==> config.mk <==
export PLATFORM = sky130hd
export DESIGN_NAME = irq_ack_ctrl
export DESIGN_NICKNAME = d
export VERILOG_FILES = /design/src/rtl/irq_ack_pkg.sv /design/src/rtl/irq_req_sync.sv /design/src/rtl/irq_prio_enc.sv /design/src/rtl/irq_ack_fsm.sv /design/src/rtl/irq_host_regs.sv /design/src/rtl/irq_ack_ctrl.sv
export SDC_FILE = /design/constraint.sdc
export NUM_CORES = 1
export LEC_CHECK = 0
export ABC_AREA = 1
export BUFFER_PORTS_ARGS = -buffer_cell sky130_fd_sc_hd__buf_4
export CAP_MARGIN = 10
export CELL_PAD_IN_SITES_DETAIL_PLACEMENT = 0
export CELL_PAD_IN_SITES_GLOBAL_PLACEMENT = 2
export CORE_MARGIN = 4
export CORE_UTILIZATION = 31
export CTS_BUF_LIST = sky130_fd_sc_hd__clkbuf_4 sky130_fd_sc_hd__clkbuf_8
export DETAILED_ROUTE_END_ITERATION = 6
export PLACE_DENSITY_LB_ADDON = 0.1
export SLEW_MARGIN = 10
export SYNTH_ARGS = -nofsm -noshare
export SYNTH_HDL_FRONTEND = slang
export SYNTH_SLANG_ARGS = --single-unit
==> constraint.sdc <==
create_clock -name clk -period 2.9 [get_ports clk]
set_input_delay 0.29 -clock clk [delete_from_list [all_inputs] [get_ports clk]]
set_output_delay 0.29 -clock clk [all_outputs]
set_load 0.02 [all_outputs]
==> src/rtl/irq_ack_pkg.sv <==
// Package: shared state encoding and host register layout for the
// interrupt acknowledge handler. Assumes a two-entry host register space.
package irq_ack_pkg;

    typedef enum logic [1:0] {
        ACK_IDLE    = 2'd0,
        ACK_RUN     = 2'd1,
        ACK_RELEASE = 2'd2
    } ack_state_e;

    localparam logic ADDR_VECTOR = 1'b0;
    localparam logic ADDR_STATUS = 1'b1;

    localparam int ST_PEND    = 0;
    localparam int ST_ERR     = 1;
    localparam int ST_LVL_LSB = 2;

    localparam int CLR_PEND = 0;
    localparam int CLR_ERR  = 1;

endpackage

==> src/rtl/irq_req_sync.sv <==
// Request qualifier: brings each active-low request line into the clock
// domain through two flops. It reports a line as qualified only when two
// consecutive synchronized samples both show it asserted.
// Assumes the lines are level requests held until served.
module irq_req_sync #(
    parameter int NUM_LVL = 7
) (
    input  logic               clk,
    input  logic               rst_n,
    input  logic [NUM_LVL-1:0] irq_n_i,
    output logic [NUM_LVL-1:0] qual_o
);

    generate
        for (genvar g = 0; g < NUM_LVL; g++) begin : g_line
            logic meta_q;
            logic sync_q;
            logic prev_q;

            // Two-flop synchronizer plus one history flop, active-high inside.
            always_ff @(posedge clk) begin
                if (!rst_n) begin
                    meta_q <= 1'b0;
                    sync_q <= 1'b0;
                    prev_q <= 1'b0;
                end else begin
                    meta_q <= ~irq_n_i[g];
                    sync_q <= meta_q;
                    prev_q <= sync_q;
                end
            end

            // Qualified when the current and previous samples are both asserted.
            assign qual_o[g] = sync_q & prev_q;

            AST_QUAL_TWO_SAMPLES: assert property (@(posedge clk) disable iff (!rst_n)
                qual_o[g] |-> (!$past(irq_n_i[g], 2) && !$past(irq_n_i[g], 3)));
        end
    endgenerate

endmodule

==> src/rtl/irq_prio_enc.sv <==
// Priority picker: from the qualified request vector it selects the
// highest-numbered line. Bit k is reported as level k+1, and 0 means none.
module irq_prio_enc #(
    parameter int NUM_LVL = 7,
    localparam int LVL_W  = $clog2(NUM_LVL + 1)
) (
    input  logic               clk,
    input  logic               rst_n,
    input  logic [NUM_LVL-1:0] pend_i,
    output logic               valid_o,
    output logic [LVL_W-1:0]   lvl_o
);

    // Scan upward so the last set bit, the highest level, wins.
    always_comb begin
        valid_o = 1'b0;
        lvl_o   = '0;
        for (int k = 0; k < NUM_LVL; k++) begin
            if (pend_i[k]) begin
                valid_o = 1'b1;
                lvl_o   = LVL_W'(k + 1);
            end
        end
    end

    AST_PRIO_NONE_ABOVE: assert property (@(posedge clk) disable iff (!rst_n)
        valid_o |-> (((pend_i >> lvl_o) == '0) && pend_i[lvl_o - LVL_W'(1)]));
    AST_PRIO_IDLE_EMPTY: assert property (@(posedge clk) disable iff (!rst_n)
        !valid_o |-> (pend_i == '0));

endmodule

==> src/rtl/irq_ack_fsm.sv <==
// Acknowledge cycle sequencer. It starts a read cycle when a request is
// qualified, no host interrupt is pending and the bus responses are idle.
// It drives the chain line and strobe with a latched level, and finishes on
// data acknowledge or bus error (error wins). It then waits for both
// responses to go low before returning to idle.
module irq_ack_fsm #(
    parameter int NUM_LVL = 7,
    localparam int LVL_W  = $clog2(NUM_LVL + 1)
) (
    input  logic             clk,
    input  logic             rst_n,
    input  logic             req_valid_i,
    input  logic [LVL_W-1:0] req_lvl_i,
    input  logic             irq_pending_i,
    input  logic             dtack_i,
    input  logic             berr_i,
    output logic             chain_o,
    output logic             strobe_o,
    output logic [LVL_W-1:0] lvl_o,
    output logic             done_ok_o,
    output logic             done_err_o,
    output logic             busy_o
);

    import irq_ack_pkg::*;

    ack_state_e       state_q;
    logic [LVL_W-1:0] lvl_q;
    logic             start;

    // A cycle may begin only on a clean bus with the host caught up.
    assign start = req_valid_i && !irq_pending_i && !dtack_i && !berr_i;

    // State and served-level register.
    always_ff @(posedge clk) begin
        if (!rst_n) begin
            state_q <= ACK_IDLE;
            lvl_q   <= '0;
        end else begin
            case (state_q)
                ACK_IDLE: begin
                    if (start) begin
                        state_q <= ACK_RUN;
                        lvl_q   <= req_lvl_i;
                    end
                end
                ACK_RUN: begin
                    if (berr_i || dtack_i) begin
                        state_q <= ACK_RELEASE;
                    end
                end
                ACK_RELEASE: begin
                    if (!berr_i && !dtack_i) begin
                        state_q <= ACK_IDLE;
                    end
                end
                default: state_q <= ACK_IDLE;
            endcase
        end
    end

    // Bus-side outputs and completion pulses decoded from the state.
    always_comb begin
        chain_o    = (state_q == ACK_RUN);
        strobe_o   = (state_q == ACK_RUN);
        lvl_o      = lvl_q;
        done_err_o = (state_q == ACK_RUN) && berr_i;
        done_ok_o  = (state_q == ACK_RUN) && dtack_i && !berr_i;
        busy_o     = (state_q != ACK_IDLE);
    end

    AST_HOLD_UNTIL_TERM: assert property (@(posedge clk) disable iff (!rst_n)
        ($past(strobe_o) && !$past(dtack_i) && !$past(berr_i)) |-> (strobe_o && chain_o));
    AST_LVL_STABLE: assert property (@(posedge clk) disable iff (!rst_n)
        (strobe_o && $past(strobe_o)) |-> $stable(lvl_o));
    AST_LVL_NONZERO: assert property (@(posedge clk) disable iff (!rst_n)
        strobe_o |-> (lvl_o != '0));
    AST_NO_START_PENDING: assert property (@(posedge clk) disable iff (!rst_n)
        $rose(strobe_o) |-> !$past(irq_pending_i));
    AST_START_CLEAN_BUS: assert property (@(posedge clk) disable iff (!rst_n)
        $rose(strobe_o) |-> (!$past(dtack_i) && !$past(berr_i)));
    AST_ONE_DONE: assert property (@(posedge clk) disable iff (!rst_n)
        !(done_ok_o && done_err_o));

endmodule

==> src/rtl/irq_host_regs.sv <==
// Host register file: the captured vector, the pending flag, the sticky
// error flag and the served level. Completion pulses set the flags and
// host writes clear them. Assumes completion and a clear of the same flag
// never collide, because completion only happens with nothing pending.
module irq_host_regs #(
    parameter int NUM_LVL = 7,
    parameter int VEC_W   = 8,
    parameter int DATA_W  = 16,
    localparam int LVL_W  = $clog2(NUM_LVL + 1)
) (
    input  logic              clk,
    input  logic              rst_n,
    input  logic              done_ok_i,
    input  logic              done_err_i,
    input  logic [LVL_W-1:0]  lvl_i,
    input  logic [VEC_W-1:0]  data_i,
    input  logic              busy_i,
    input  logic              addr_i,
    input  logic              wr_i,
    input  logic [1:0]        wdata_i,
    output logic [DATA_W-1:0] rdata_o,
    output logic              pend_o
);

    import irq_ack_pkg::*;

    logic [VEC_W-1:0] vec_q;
    logic [LVL_W-1:0] lvl_q;
    logic             pend_q;
    logic             err_q;
    logic             clr_pend;
    logic             clr_err;

    assign clr_pend = wr_i && (addr_i == ADDR_STATUS) && wdata_i[CLR_PEND];
    assign clr_err  = wr_i && (addr_i == ADDR_STATUS) && wdata_i[CLR_ERR];

    // Flag and capture registers; completion overrides a coincident clear.
    always_ff @(posedge clk) begin
        if (!rst_n) begin
            vec_q  <= '0;
            lvl_q  <= '0;
            pend_q <= 1'b0;
            err_q  <= 1'b0;
        end else begin
            if (clr_pend) pend_q <= 1'b0;
            if (clr_err)  err_q  <= 1'b0;
            if (done_ok_i) begin
                vec_q  <= data_i;
                lvl_q  <= lvl_i;
                pend_q <= 1'b1;
            end
            if (done_err_i) begin
                lvl_q  <= lvl_i;
                err_q  <= 1'b1;
                pend_q <= 1'b1;
            end
        end
    end

    // Read mux: the vector zero-extended, or the packed status word.
    always_comb begin
        rdata_o = '0;
        if (addr_i == ADDR_VECTOR) begin
            rdata_o[VEC_W-1:0] = vec_q;
        end else begin
            rdata_o[ST_PEND]                  = pend_q;
            rdata_o[ST_ERR]                   = err_q;
            rdata_o[ST_LVL_LSB +: LVL_W]      = lvl_q;
            rdata_o[ST_LVL_LSB + LVL_W]       = busy_i;
        end
    end

    assign pend_o = pend_q;

    AST_PEND_HOLD: assert property (@(posedge clk) disable iff (!rst_n)
        (pend_q && !clr_pend) |=> pend_q);
    AST_ERR_STICKY: assert property (@(posedge clk) disable iff (!rst_n)
        (err_q && !clr_err) |=> err_q);
    AST_VEC_KEEP_ON_ERR: assert property (@(posedge clk) disable iff (!rst_n)
        done_err_i |=> $stable(vec_q));
    AST_CAPTURE_OK: assert property (@(posedge clk) disable iff (!rst_n)
        done_ok_i |=> (pend_q && (vec_q == $past(data_i))));

endmodule

==> src/rtl/irq_ack_ctrl.sv <==
// Top of the prioritized interrupt acknowledge handler. It joins the
// request qualifier, the priority picker, the acknowledge sequencer and the
// host register file. Assumes an external bus timer produces the bus error,
// and that the bus is already owned when a cycle is driven.
module irq_ack_ctrl #(
    parameter int NUM_LVL = 7,
    parameter int VEC_W   = 8,
    parameter int DATA_W  = 16
) (
    input  logic                         clk,
    input  logic                         rst_n,
    input  logic [NUM_LVL-1:0]           irq_n_i,
    output logic                         ack_chain_o,
    output logic                         ack_strobe_o,
    output logic [$clog2(NUM_LVL+1)-1:0] ack_lvl_o,
    input  logic [VEC_W-1:0]             ack_data_i,
    input  logic                         ack_dtack_i,
    input  logic                         ack_berr_i,
    input  logic                         host_addr_i,
    input  logic                         host_wr_i,
    input  logic [1:0]                   host_wdata_i,
    output logic [DATA_W-1:0]            host_rdata_o,
    output logic                         host_irq_o
);

    localparam int LVL_W = $clog2(NUM_LVL + 1);

    logic [NUM_LVL-1:0] qual;
    logic               req_valid;
    logic [LVL_W-1:0]   req_lvl;
    logic               pend;
    logic               done_ok;
    logic               done_err;
    logic               busy;

    irq_req_sync #(.NUM_LVL(NUM_LVL)) u_sync (
        .clk     (clk),
        .rst_n   (rst_n),
        .irq_n_i (irq_n_i),
        .qual_o  (qual)
    );

    irq_prio_enc #(.NUM_LVL(NUM_LVL)) u_prio (
        .clk     (clk),
        .rst_n   (rst_n),
        .pend_i  (qual),
        .valid_o (req_valid),
        .lvl_o   (req_lvl)
    );

    irq_ack_fsm #(.NUM_LVL(NUM_LVL)) u_fsm (
        .clk           (clk),
        .rst_n         (rst_n),
        .req_valid_i   (req_valid),
        .req_lvl_i     (req_lvl),
        .irq_pending_i (pend),
        .dtack_i       (ack_dtack_i),
        .berr_i        (ack_berr_i),
        .chain_o       (ack_chain_o),
        .strobe_o      (ack_strobe_o),
        .lvl_o         (ack_lvl_o),
        .done_ok_o     (done_ok),
        .done_err_o    (done_err),
        .busy_o        (busy)
    );

    irq_host_regs #(
        .NUM_LVL (NUM_LVL),
        .VEC_W   (VEC_W),
        .DATA_W  (DATA_W)
    ) u_regs (
        .clk        (clk),
        .rst_n      (rst_n),
        .done_ok_i  (done_ok),
        .done_err_i (done_err),
        .lvl_i      (ack_lvl_o),
        .data_i     (ack_data_i),
        .busy_i     (busy),
        .addr_i     (host_addr_i),
        .wr_i       (host_wr_i),
        .wdata_i    (host_wdata_i),
        .rdata_o    (host_rdata_o),
        .pend_o     (pend)
    );

    assign host_irq_o = pend;

    AST_IRQ_AFTER_TERM: assert property (@(posedge clk) disable iff (!rst_n)
        $rose(host_irq_o) |-> ($past(ack_strobe_o) && ($past(ack_dtack_i) || $past(ack_berr_i))));

endmodule

; ---- After elaboration in Yosys (flattened, before gate mapping)
; Cells that the tools add are included.
[classes]
n_eq_ne = 5
mux = 27
bitwise = 14
n_reduce_logical = 21
[op_table]
columns = cell, count
row1 = two-way mux 3 bit, 6
row2 = two-way mux 1 bit, 13
row3 = two-way mux 2 bit, 6
row4 = logical AND 1 bit, 10
row5 = AND 1 bit, 7
row6 = inverter 1 bit, 7
row7 = two-way mux 6 bit, 1
row8 = "!= test 2 x 1 -> 1 bit, second input constant", 3
row9 = case mux 2 bit (3 select lines), 1
row10 = nonzero test 2 bit, 3
row11 = logical NOT 1 bit, 3
row12 = AND reduction 3 bit, 1
row13 = nonzero test 3 bit, 1
row14 = "== test 2 x 1 -> 1 bit, second input constant", 1
row15 = "== test 2 bit, second input constant", 1
row16 = logical NOT 2 bit, 1
row17 = AND reduction 2 bit, 1
row18 = logical OR 1 bit, 1
[word_totals]
register_bits = 39
input_bits = 23
output_inout_bits = 22
elab_cells = 94

; ---- Depth between registers and ports, before layout
; Gate-level depths: netlist of run 1.
[depth]
ltp_word = 13
ltp_mapped = 8
ltp_nobuf = 8

; ---- Modules after synthesis
; From an unflattened synthesis of run 1, not the netlist that was laid out.
[hier_totals]
hier_cells = 214
hier_area_um2 = 1554.0
[by_module_without_submodules]
columns = module, instances, cells_per_inst, area_each_um2, seq_area_each_um2
row1 = irq_req_sync, 1, 72, 619.3, 420.4
row2 = irq_host_regs, 1, 82, 603.1, 260.2
row3 = irq_ack_fsm, 1, 40, 252.7, 100.1
row4 = irq_prio_enc, 1, 20, 78.8, 0.0

; ---- Worst setup path after synthesis of run 1
; OpenSTA, ideal clock, no wires.
[synth_path]
path_type = in2out
from = in host_addr_i
to = out host_rdata_o[5]
arrival_ns = 1.060
required_ns = 2.610
slack_ns = 1.550
cell_stages = 3
path_buffers = 1
cell_sequence = buf_2 inv_1 o21ai_0
[synth_between]
elab_chain_len = 1
[synth_rtl]
columns = element, line
row1 = "start, declared", irq_ack_ctrl.sv:19  ; input logic host_addr_i,
row2 = two-way mux 6 bit, irq_host_regs.sv:63  ; if (addr_i == ADDR_VECTOR) begin
row3 = "end, declared", irq_ack_ctrl.sv:22  ; output logic [DATA_W-1:0] host_rdata_o,
; No other way between the ends.

; ---- Final worst setup path of run 1
[layout_path]
from = reg u_fsm.state_q[1]
to = out host_rdata_o[5]
[layout_between]
elab_chain_len = 2
[layout_rtl]
columns = element, line
row1 = "start, declared", irq_ack_fsm.sv:27  ; ack_state_e state_q;
row2 = "start signal, assigned", irq_ack_fsm.sv:37  ; state_q <= ACK_IDLE;
row3 = "start signal, assigned", irq_ack_fsm.sv:43  ; state_q <= ACK_RUN;
row4 = "start signal, assigned", irq_ack_fsm.sv:49  ; state_q <= ACK_RELEASE;
row5 = nonzero test 2 bit, irq_ack_fsm.sv:69  ; busy_o = (state_q != ACK_IDLE);
row6 = two-way mux 6 bit, irq_host_regs.sv:63
; No other way between the ends.

==> results of run 1 <==
## sequential cells by signal, indices dropped and copies added, names as in the netlist
signal and count:
u_sync.g_line.sync_q 7, u_sync.g_line.prev_q 7, u_fsm.state_q 2, u_regs.pend_o 1, u_regs.err_q 1, u_regs.lvl_q 3, u_fsm.lvl_o 3, u_regs.vec_q 8
u_sync.g_line.meta_q 7
## synth_stat cells
| master | instances | area [sq um] |
|---|---|---|
| nand2_2 | 1 | 6.26 |
| nor2_4 | 2 | 22.5 |
| o21ai_0 | 13 | 65.1 |
| buf_4 | 9 | 67.6 |
| buf_6 | 1 | 11.3 |
| inv_1 | 26 | 97.6 |
| a21oi_1 | 11 | 55.1 |
| buf_2 | 4 | 20.0 |
| conb_1 | 1 | 3.75 |
| o21ai_1 | 1 | 5.00 |
| nor3_1 | 1 | 5.00 |
| nand3_2 | 1 | 10.0 |
| nor2_1 | 28 | 105 |
| clkbuf_8 | 1 | 13.8 |
| inv_2 | 1 | 3.75 |
| nand3_1 | 5 | 25.0 |
| nand2_1 | 54 | 203 |
| dfxtp_1 | 39 | 781 |
## critical path, delay by kind of cell, from the launching register on
kind / cells / cell delay (ns)
simple gates: 1 / 0.08
flops: 1 / 0.40
compound gates: 1 / 0.16
buf+inv: 1 / 0.17
## per-stage QoR
| stage | power, mW | std cells | setup WS [ns] | hold slack [ns] |
|---|---|---|---|---|
| finish | 1.07 | 289 | 1.51 | 0.141 |
| global route | 1.13 | 289 | 1.43 | 0.123 |
| CTS | 1.10 | 289 | 1.48 | 0.127 |
| detailed placement | 0.634 | 281 | 1.65 | 0.396 |
| global placement | 0.632 | 281 | 1.68 | 0.395 |
| floorplan | 0.613 | 206 | 1.55 | 0.362 |
## power by group
group	total, mW	switching (mW)	internal (mW)
clock network	0.454	0.198	0.256
registers	0.553	0.00451	0.548
logic	0.0677	0.0389	0.0288
## final timing paths
| check | from | end | cells past startpoint | slack (ns) |
|---|---|---|---|---|
| max | u_fsm.state_q[1]$_SDFFE_PN0P_ | host_rdata_o[5] | 3 | 1.51 |
| min | irq_n_i[0] | u_sync.g_line[0].meta_q$_SDFF_PN0_ | 2 | 0.14 |
| max reg2reg | u_fsm.state_q[0]$_SDFFE_PN0P_ | u_regs.vec_q[0]$_SDFFE_PN0P_ | 6 | 1.65 |
| min reg2reg | u_sync.g_line[3].meta_q$_SDFF_PN0_ | u_sync.g_line[3].sync_q$_SDFF_PN0_ | 2 | 0.41 |
## routing by layer
layer,GRT usage,routed length (um),vias up
li1,-,-,654
met1,0.144,1450,542
met2,0.162,1270,47
met3,0.0441,296,5
met4,0.0427,34,0
met5,0,0,-
## cell families after synthesis
logic type	count (synthesis)	synth area share
simple gates	92	0.251
buf+inv	42	0.143
flops	39	0.520
compound gates	25	0.0834
other cells	1	0.00250
## cell type report
cell class	count	share of cell area
clock inverters	3	0.0235
well taps	54	0.0362
multi-input cells	125	0.285
repair buffers	36	0.145
clock buffers	5	0.0369
flip-flops and latches	39	0.419
inverters	27	0.0544
==> run summary, run 1 <==
Vias in the first global route = 1156
Clock Root Buffer = clkbuf_8
Commonest non-fill, non-tap cell in the layout = nand2_1
Mapped Area = 1500 sq um
Min Tclk post-route = 1.39 ns
Routability cong. = 0.722
Clk sinks = 39
Post-CTS Setup Inserts = 0
Register clock-pin slew on the reported worst setup and hold paths = 0.08 ns
Hold Violations, Final = 0
Largest net degree at the start of global routing = 29
Pleak = 0.981 nW
RSZ-0062 raised after global routing = false
Most frequent cells in the layout = nand2_1, dfxtp_1, buf_4, nor2_1, inv_1
DR DRC count = 0
Area of the multi-input gates = 532 sq um
Worst hold path type = input pin to register
WS Path Type = register to primary output
Die height = 77.6 um
Post-route clock period utilization = 0.479
Post-DR wirelength/cell = 10.6 um
P per Cell Area = 576 nW/um^2
Die area = 6020 sq um
Final antenna-violating net count = 0
Port Buffers = 36
Rows = 25
GRT Total Usage = 0.110
Fillers = 493
Post-CTS Hold Fix Bufs = 0
Sequential share of the synthesized area = 0.520
GRT overflow = 0
Sequential cell area = 781 sq um
Max-Cap Viols = 0
CP startpoint kind = register
Max-slew violation total from the final report = 0
Maximum VDD drop = 0.000232 V
Crit path DAT = 1.10 ns
Netlist cell types = 18
Area growth from synthesis to layout = 24.3%
Post-route design area = 1860 sq um
Synth warn = 0
CTS Buf Count = 5
Final setup viols = 0
Status = completed
Starting Density = 0.320
DP HPWL = 2.30 mm
Critical Path End Type = primary output
Number of synthesized register bits = 39
DRT Pass-1 Iters = 4
Peak per-stage delay on the critical path = 0.40 ns
Share of cells above drive strength 1 = 0.209
CTS tree = yes
Initial antenna violation count = 0
Final net count = 257
WL final = 3.05 mm
DRT iter0 DRCs = 101
First-pass GRT wire length = 5.30 mm
Post-cts resize count = 0
Antenna diodes = 0
Worst-case clock skew = 0.00503 ns
Vias = 1248
Cells along the critical path = nor2_1, o21ai_0, buf_4
Mapped Cells = 199
Clock Latency Late Sink = 0.29 ns
Vias per inst = 4.32
Final Util = 0.397
Peak Freq = 719 MHz
Avg Cell Area, Syn = 7.54 sq um
Clk buf depth = 2
H-tree Lvls = 2
IO Count = 45
Setup TNS = 0 ns
Placed inst area = 1750 sq um
Core area = 4690 sq um
CP Data Required Time = 2.61 ns
Slowest CP cell = dfxtp_1
CP Max Fanout = 3
Die W = 77.6 um
Power figures use the tool's default switching activity.
==> run 2, diff against run 1 <==
--- a/config.mk
+++ b/config.mk
@@ -11,7 +11,7 @@
 export CELL_PAD_IN_SITES_DETAIL_PLACEMENT = 0
 export CELL_PAD_IN_SITES_GLOBAL_PLACEMENT = 2
 export CORE_MARGIN = 4
-export CORE_UTILIZATION = 31
+export CORE_UTILIZATION = 26
 export CTS_BUF_LIST = sky130_fd_sc_hd__clkbuf_4 sky130_fd_sc_hd__clkbuf_8
 export DETAILED_ROUTE_END_ITERATION = 6
 export PLACE_DENSITY_LB_ADDON = 0.1
==> constraint.sdc (replaced) <==
create_clock -name clk -period 1.2 [get_ports clk]
set_input_delay 0.12 -clock clk [delete_from_list [all_inputs] [get_ports clk]]
set_output_delay 0.12 -clock clk [all_outputs]
set_load 0.02 [all_outputs]
==> run 2 against run 1 <==
Core utilization down 3.3 points. Clock skew hardly changed. Sequential power is 140% higher. Flip-flop and latch count unchanged. Register-to-register slack lost 1.6 ns. Cell area increased by 8.3%. Critical path type unchanged. Critical endpoint is now ack_chain_o. Largest power group unchanged. Highest routed layer unchanged.
==> run summary, run 2 (synthesis results as in run 1) <==
Post-route setup slack = 0.0529 ns
Die height = 84.0 um
Area growth from synthesis to layout = 34.5%
Routability cong. = 0.759
Hold Slack = 0.0677 ns
Worst hold path type = input pin to register
Most flop-heavy register = u_regs.vec_q
Final Util = 0.364
Core area = 5540 sq um
Status = completed
Largest net degree at the start of global routing = 20
R2R cell count = 5
DRT iter0 DRCs = 35
CP Max Fanout = 4
Post-route clock period utilization = 0.956
Post-DR wirelength/cell = 10.5 um
Max-slew violation total from the final report = 0
Min Tclk post-route = 1.15 ns
CP Data Required Time = 1.08 ns
Worst setup path start = u_fsm.state_q[0]$_SDFFE_PN0P_
Max FFs per register = 8
GRT overflow = 0
GRT Total Usage = 0.0999
CTS tree = yes
Initial antenna violation count = 0
DR DRC count = 0
Clk buf depth = 2
Final net count = 268
WS Path Type = register to primary output
Critical Path End Type = primary output
Final antenna-violating net count = 0
Vias per inst = 4.06
Max-Cap Viols = 0
IO Count = 45
Share of cells above drive strength 1 = 0.248
Vias = 1290
Hold path depth = 3
Non-Filler Instances = 318
CP startpoint kind = register
RR Endpoint = u_regs.vec_q[7]$_SDFFE_PN0P_
DRT Pass-1 Iters = 2
Commonest non-fill, non-tap cell in the layout = nand2_1
R2R Path Start = u_fsm.state_q[0]$_SDFFE_PN0P_
RSZ-0062 raised after global routing = true
Clock Latency Late Sink = 0.29 ns
Pleak = 1.04 nW
Power Total = 2.65 mW
Most frequent cells in the layout = nand2_1, buf_4, dfxtp_1, nor2_1, inv_1
Die area = 7050 sq um
Rows = 27
Worst-case clock skew = 0.00515 ns
DP HPWL = 2.48 mm
Port Buffers = 36
Clk sinks = 39
R2R Setup Slk = 0.08 ns
Starting Density = 0.271
Hold Violations, Final = 0
CTS Buf Count = 5
WL final = 3.33 mm
Vias in the first global route = 1206
Worst Setup EP = ack_chain_o
Maximum VDD drop = 0.000481 V
H-tree Lvls = 2
Peak Freq = 872 MHz
Register clock-pin slew on the reported worst setup and hold paths = 0.08 ns
Clock Root Buffer = clkbuf_8
Crit path DAT = 1.03 ns
Final setup viols = 0
P per Cell Area = 1310 nW/um^2
Die W = 84.0 um
First-pass GRT wire length = 5.54 mm
Pre-CTS setup slack = 0.0153 ns
Placed cells = 302
Antenna diodes = 0
run 2: cell types whose count changed in the layout (fill, tap and decap cells not counted), moves of 2 or more:
cell           previous run  this run
inv_1                    26        24
dfxtp_1                  39        36
dfxtp_2                   0         3
dlygate4sd3_1             0         7
inv_2                     1         3
buf_6                     0         3
run 2: metal layers:
layer | up-vias | GRT usage | wire, um
met5 | - | 0 | 0
met1 | 577 | 0.127 | 1650
met4 | 0 | 0.0395 | 56
met3 | 6 | 0.0444 | 225
li1 | 672 | - | -
met2 | 35 | 0.148 | 1400
run 2: how the worst min path moves through the flow:
| stage | startpoint | end | slack [ns] |
|---|---|---|---|
| 6_report | ack_data_i[4] | u_regs.vec_q[4]$_SDFFE_PN0P_ | 0.07 |
| 4_1_cts | ack_data_i[4] | u_regs.vec_q[4]$_SDFFE_PN0P_ | 0.06 |
| 5_1_grt | ack_data_i[4] | u_regs.vec_q[4]$_SDFFE_PN0P_ | 0.07 |
| 3_3_place_gp | irq_n_i[1] | u_sync.g_line[1].meta_q$_SDFF_PN0_ | 0.28 |
| 2_1_floorplan | irq_n_i[0] | u_sync.g_line[0].meta_q$_SDFF_PN0_ | 0.19 |
| 3_5_place_dp | irq_n_i[1] | u_sync.g_line[1].meta_q$_SDFF_PN0_ | 0.28 |
run 2: final cells by class:
class	instances	area, sq um
clock buffers	6	82.6
clock inverters	2	35.0
fillers	610	3520
inverters	27	101
multi-input cells	125	543
flip-flops and latches	39	785
well taps	72	90.1
repair buffers	47	382
run 2: report_power, final:
group	total, mW	switching [mW]	internal, mW
sequential	1.34	0.0112	1.33
combinational	0.192	0.102	0.0901
clock	1.13	0.453	0.673
total	2.65	0.565	2.09
run 2: per-stage QoR:
step / TNS (ns) / cell area, sq um
2_1_floorplan: 0 / 1530
3_3_place_gp: 0 / 1800
3_5_place_dp: 0 / 1800
4_1_cts: 0 / 2000
5_1_grt: -0.196 / 2020
6_report: 0 / 2020
run 2: worst max-delay path: stages, from the launching register on:
cell     delay [ns]
dfxtp_2        0.34
inv_2          0.05
nor2_4         0.11
buf_6          0.13
buf_6          0.11
run 2: repair_timing:
item / in CTS / in global routing
setup endpoints to repair: 6 / 16
resized for setup: 5 / 7
hold buffers: 7 / 0
hold endpoints to repair: 7 / 0
buffers inserted: 1 / 0
pin swaps: 0 / 1
==> run 3, diff against run 2 <==
--- a/config.mk
+++ b/config.mk
@@ -10,8 +10,9 @@
 export CAP_MARGIN = 10
 export CELL_PAD_IN_SITES_DETAIL_PLACEMENT = 0
 export CELL_PAD_IN_SITES_GLOBAL_PLACEMENT = 2
+export CORE_ASPECT_RATIO = 1.1
 export CORE_MARGIN = 4
-export CORE_UTILIZATION = 26
+export CORE_UTILIZATION = 31
 export CTS_BUF_LIST = sky130_fd_sc_hd__clkbuf_4 sky130_fd_sc_hd__clkbuf_8
 export DETAILED_ROUTE_END_ITERATION = 6
 export PLACE_DENSITY_LB_ADDON = 0.1
==> constraint.sdc (replaced) <==
create_clock -name clk -period 1.4 [get_ports clk]
set_input_delay 0.14 -clock clk [delete_from_list [all_inputs] [get_ports clk]]
set_output_delay 0.14 -clock clk [all_outputs]
set_load 0.02 [all_outputs]
==> run 3 against run 2 <==
Routed wire length shrank 7.7%. Global-route usage grew 1.1 points. Final cell count shrank 6.0%. Combinational power shrank 18%. Largest cell class unchanged. Largest power group unchanged. Highest routed layer unchanged.
==> run summary, run 3 (synthesis results as in run 1) <==
GRT Total Usage = 0.111
Max-Cap Viols = 0
Maximum VDD drop = 0.000633 V
Die height = 81.0 um
Antenna diodes = 0
Worst hold path type = input pin to register
Met2 Usage GRT = 0.207
Critical Path End Type = primary output
Clock Latency Late Sink = 0.29 ns
Vias in the first global route = 1209
Final setup viols = 0
GRT overflow = 0
WS Path Type = register to primary output
Starting Density = 0.322
Final Util = 0.416
DR DRC count = 0
Max-slew violation total from the final report = 0
Crit path DAT = 1.06 ns
Most flop-heavy register = u_regs.vec_q
Max FFs per register = 8
CP Max Fanout = 3
Most frequent cells in the layout = nand2_1, dfxtp_1, buf_4, nor2_1, inv_1
DRT iter0 DRCs = 39
Cells along the critical path = nor2_1, o21ai_0, buf_4
Worst-case clock skew = 0.00781 ns
Placed cells = 284
Rows = 26
Vias = 1237
CP startpoint kind = register
R2R cell count = 5
Register clock-pin slew on the reported worst setup and hold paths = 0.08 ns
DRT Pass-1 Iters = 3
CTS tree = yes
CP Data Required Time = 1.26 ns
Crit. path cell count = 3
Final antenna-violating net count = 0
Setup TNS = 0 ns
Vias per inst = 4.14
CTS Buf Count = 5
Hold path depth = 3
P per Cell Area = 1100 nW/um^2
Port Buffers = 36
Non-Filler Instances = 299
Critical path buffers and inverters = 1
Commonest non-fill, non-tap cell in the layout = nand2_1
Clk buf depth = 2
Largest net degree at the start of global routing = 16
Post-route clock period utilization = 0.860
Share of cells above drive strength 1 = 0.210
Status = completed
Slowest CP cell = dfxtp_1
Pleak = 1.01 nW
WL final = 3.07 mm
Gr busiest metal = met2
GR met1 Demand/Resource = 0.116
Clk sinks = 39
Routability cong. = 0.736
Die W = 74.3 um
First-pass GRT wire length = 5.13 mm
Crit-path leading delay family = flip-flops
Hold Violations, Final = 0
Peak Freq = 831 MHz
Core area = 4650 sq um
Area growth from synthesis to layout = 29.0%
Min Tclk post-route = 1.20 ns
Met3 usage = 0.0322
Peak per-stage delay on the critical path = 0.40 ns
Post-DR wirelength/cell = 10.3 um
Fillers = 472
Final net count = 265
Die area = 6020 sq um
Initial antenna violation count = 0
H-tree Lvls = 2
DP HPWL = 2.32 mm
Clock Root Buffer = clkbuf_8
RSZ-0062 raised after global routing = false
IO Count = 45
Post-CTS Setup Inserts = 0
## run 3: path summary, 6_finish.rpt
path,start,end,slack (ns)
setup / recovery,u_fsm.state_q[1]$_SDFFE_PN0P_,host_rdata_o[5],0.20
hold / removal,ack_data_i[4],u_regs.vec_q[4]$_SDFFE_PN0P_,0.09
setup reg to reg,u_fsm.state_q[0]$_SDFFE_PN0P_,u_regs.vec_q[7]$_SDFFE_PN0P_,0.23
hold reg to reg,u_sync.g_line[0].meta_q$_SDFF_PN0_,u_sync.g_line[0].sync_q$_SDFF_PN0_,0.41
## run 3: timing repair
| action | 4_1_cts | 5_1_grt |
|---|---|---|
| gates resized for setup | 0 | 1 |
| hold endpoints to repair | 7 | 0 |
| setup endpoints to repair | 0 | 2 |
| hold buffers | 7 | 0 |
## run 3: area by class of cell
| class | count | area (sq um) | share of cell area |
|---|---|---|---|
| sequential | 39 | 781 | 0.403 |
| multi-input combinational | 125 | 532 | 0.275 |
| timing repair buffer | 44 | 348 | 0.180 |
| clock buffer | 8 | 104 | 0.0537 |
| inverter | 27 | 101 | 0.0524 |
| tap | 56 | 70.1 | 0.0362 |
## run 3: tightest hold or removal path, delay by kind of cell
family,cells,cell delay (ns)
compound gates,1,0.05
buf+inv,1,0.08
simple gates,1,0.07
## run 3: per-stage QoR
stage / cell area (sq um) / power, mW / hold slack, ns / setup WS, ns
after floorplan: 1530 / 1.27 / 0.212 / 0.246
after global placement: 1760 / 1.31 / 0.296 / 0.210
after detailed placement: 1760 / 1.32 / 0.299 / 0.161
after CTS: 1940 / 2.18 / 0.0833 / 0.140
after global routing: 1940 / 2.23 / 0.0944 / 0.0546
final: 1940 / 2.14 / 0.0945 / 0.196
## run 3: routing by layer
metal	share of wire	routed length, um	up-vias
met5	0	0	-
met4	0.018	55	0
li1	-	-	665
met1	0.39	1200	539
met3	0.070	216	5
met2	0.52	1600	28
## run 3: power breakdown
group | switching (mW) | internal, mW | leakage [nW]
registers | 0.00899 | 1.14 | 0.318
logic | 0.0840 | 0.0743 | 0.636
clock network | 0.363 | 0.469 | 0.0549
total | 0.456 | 1.68 | 1.01
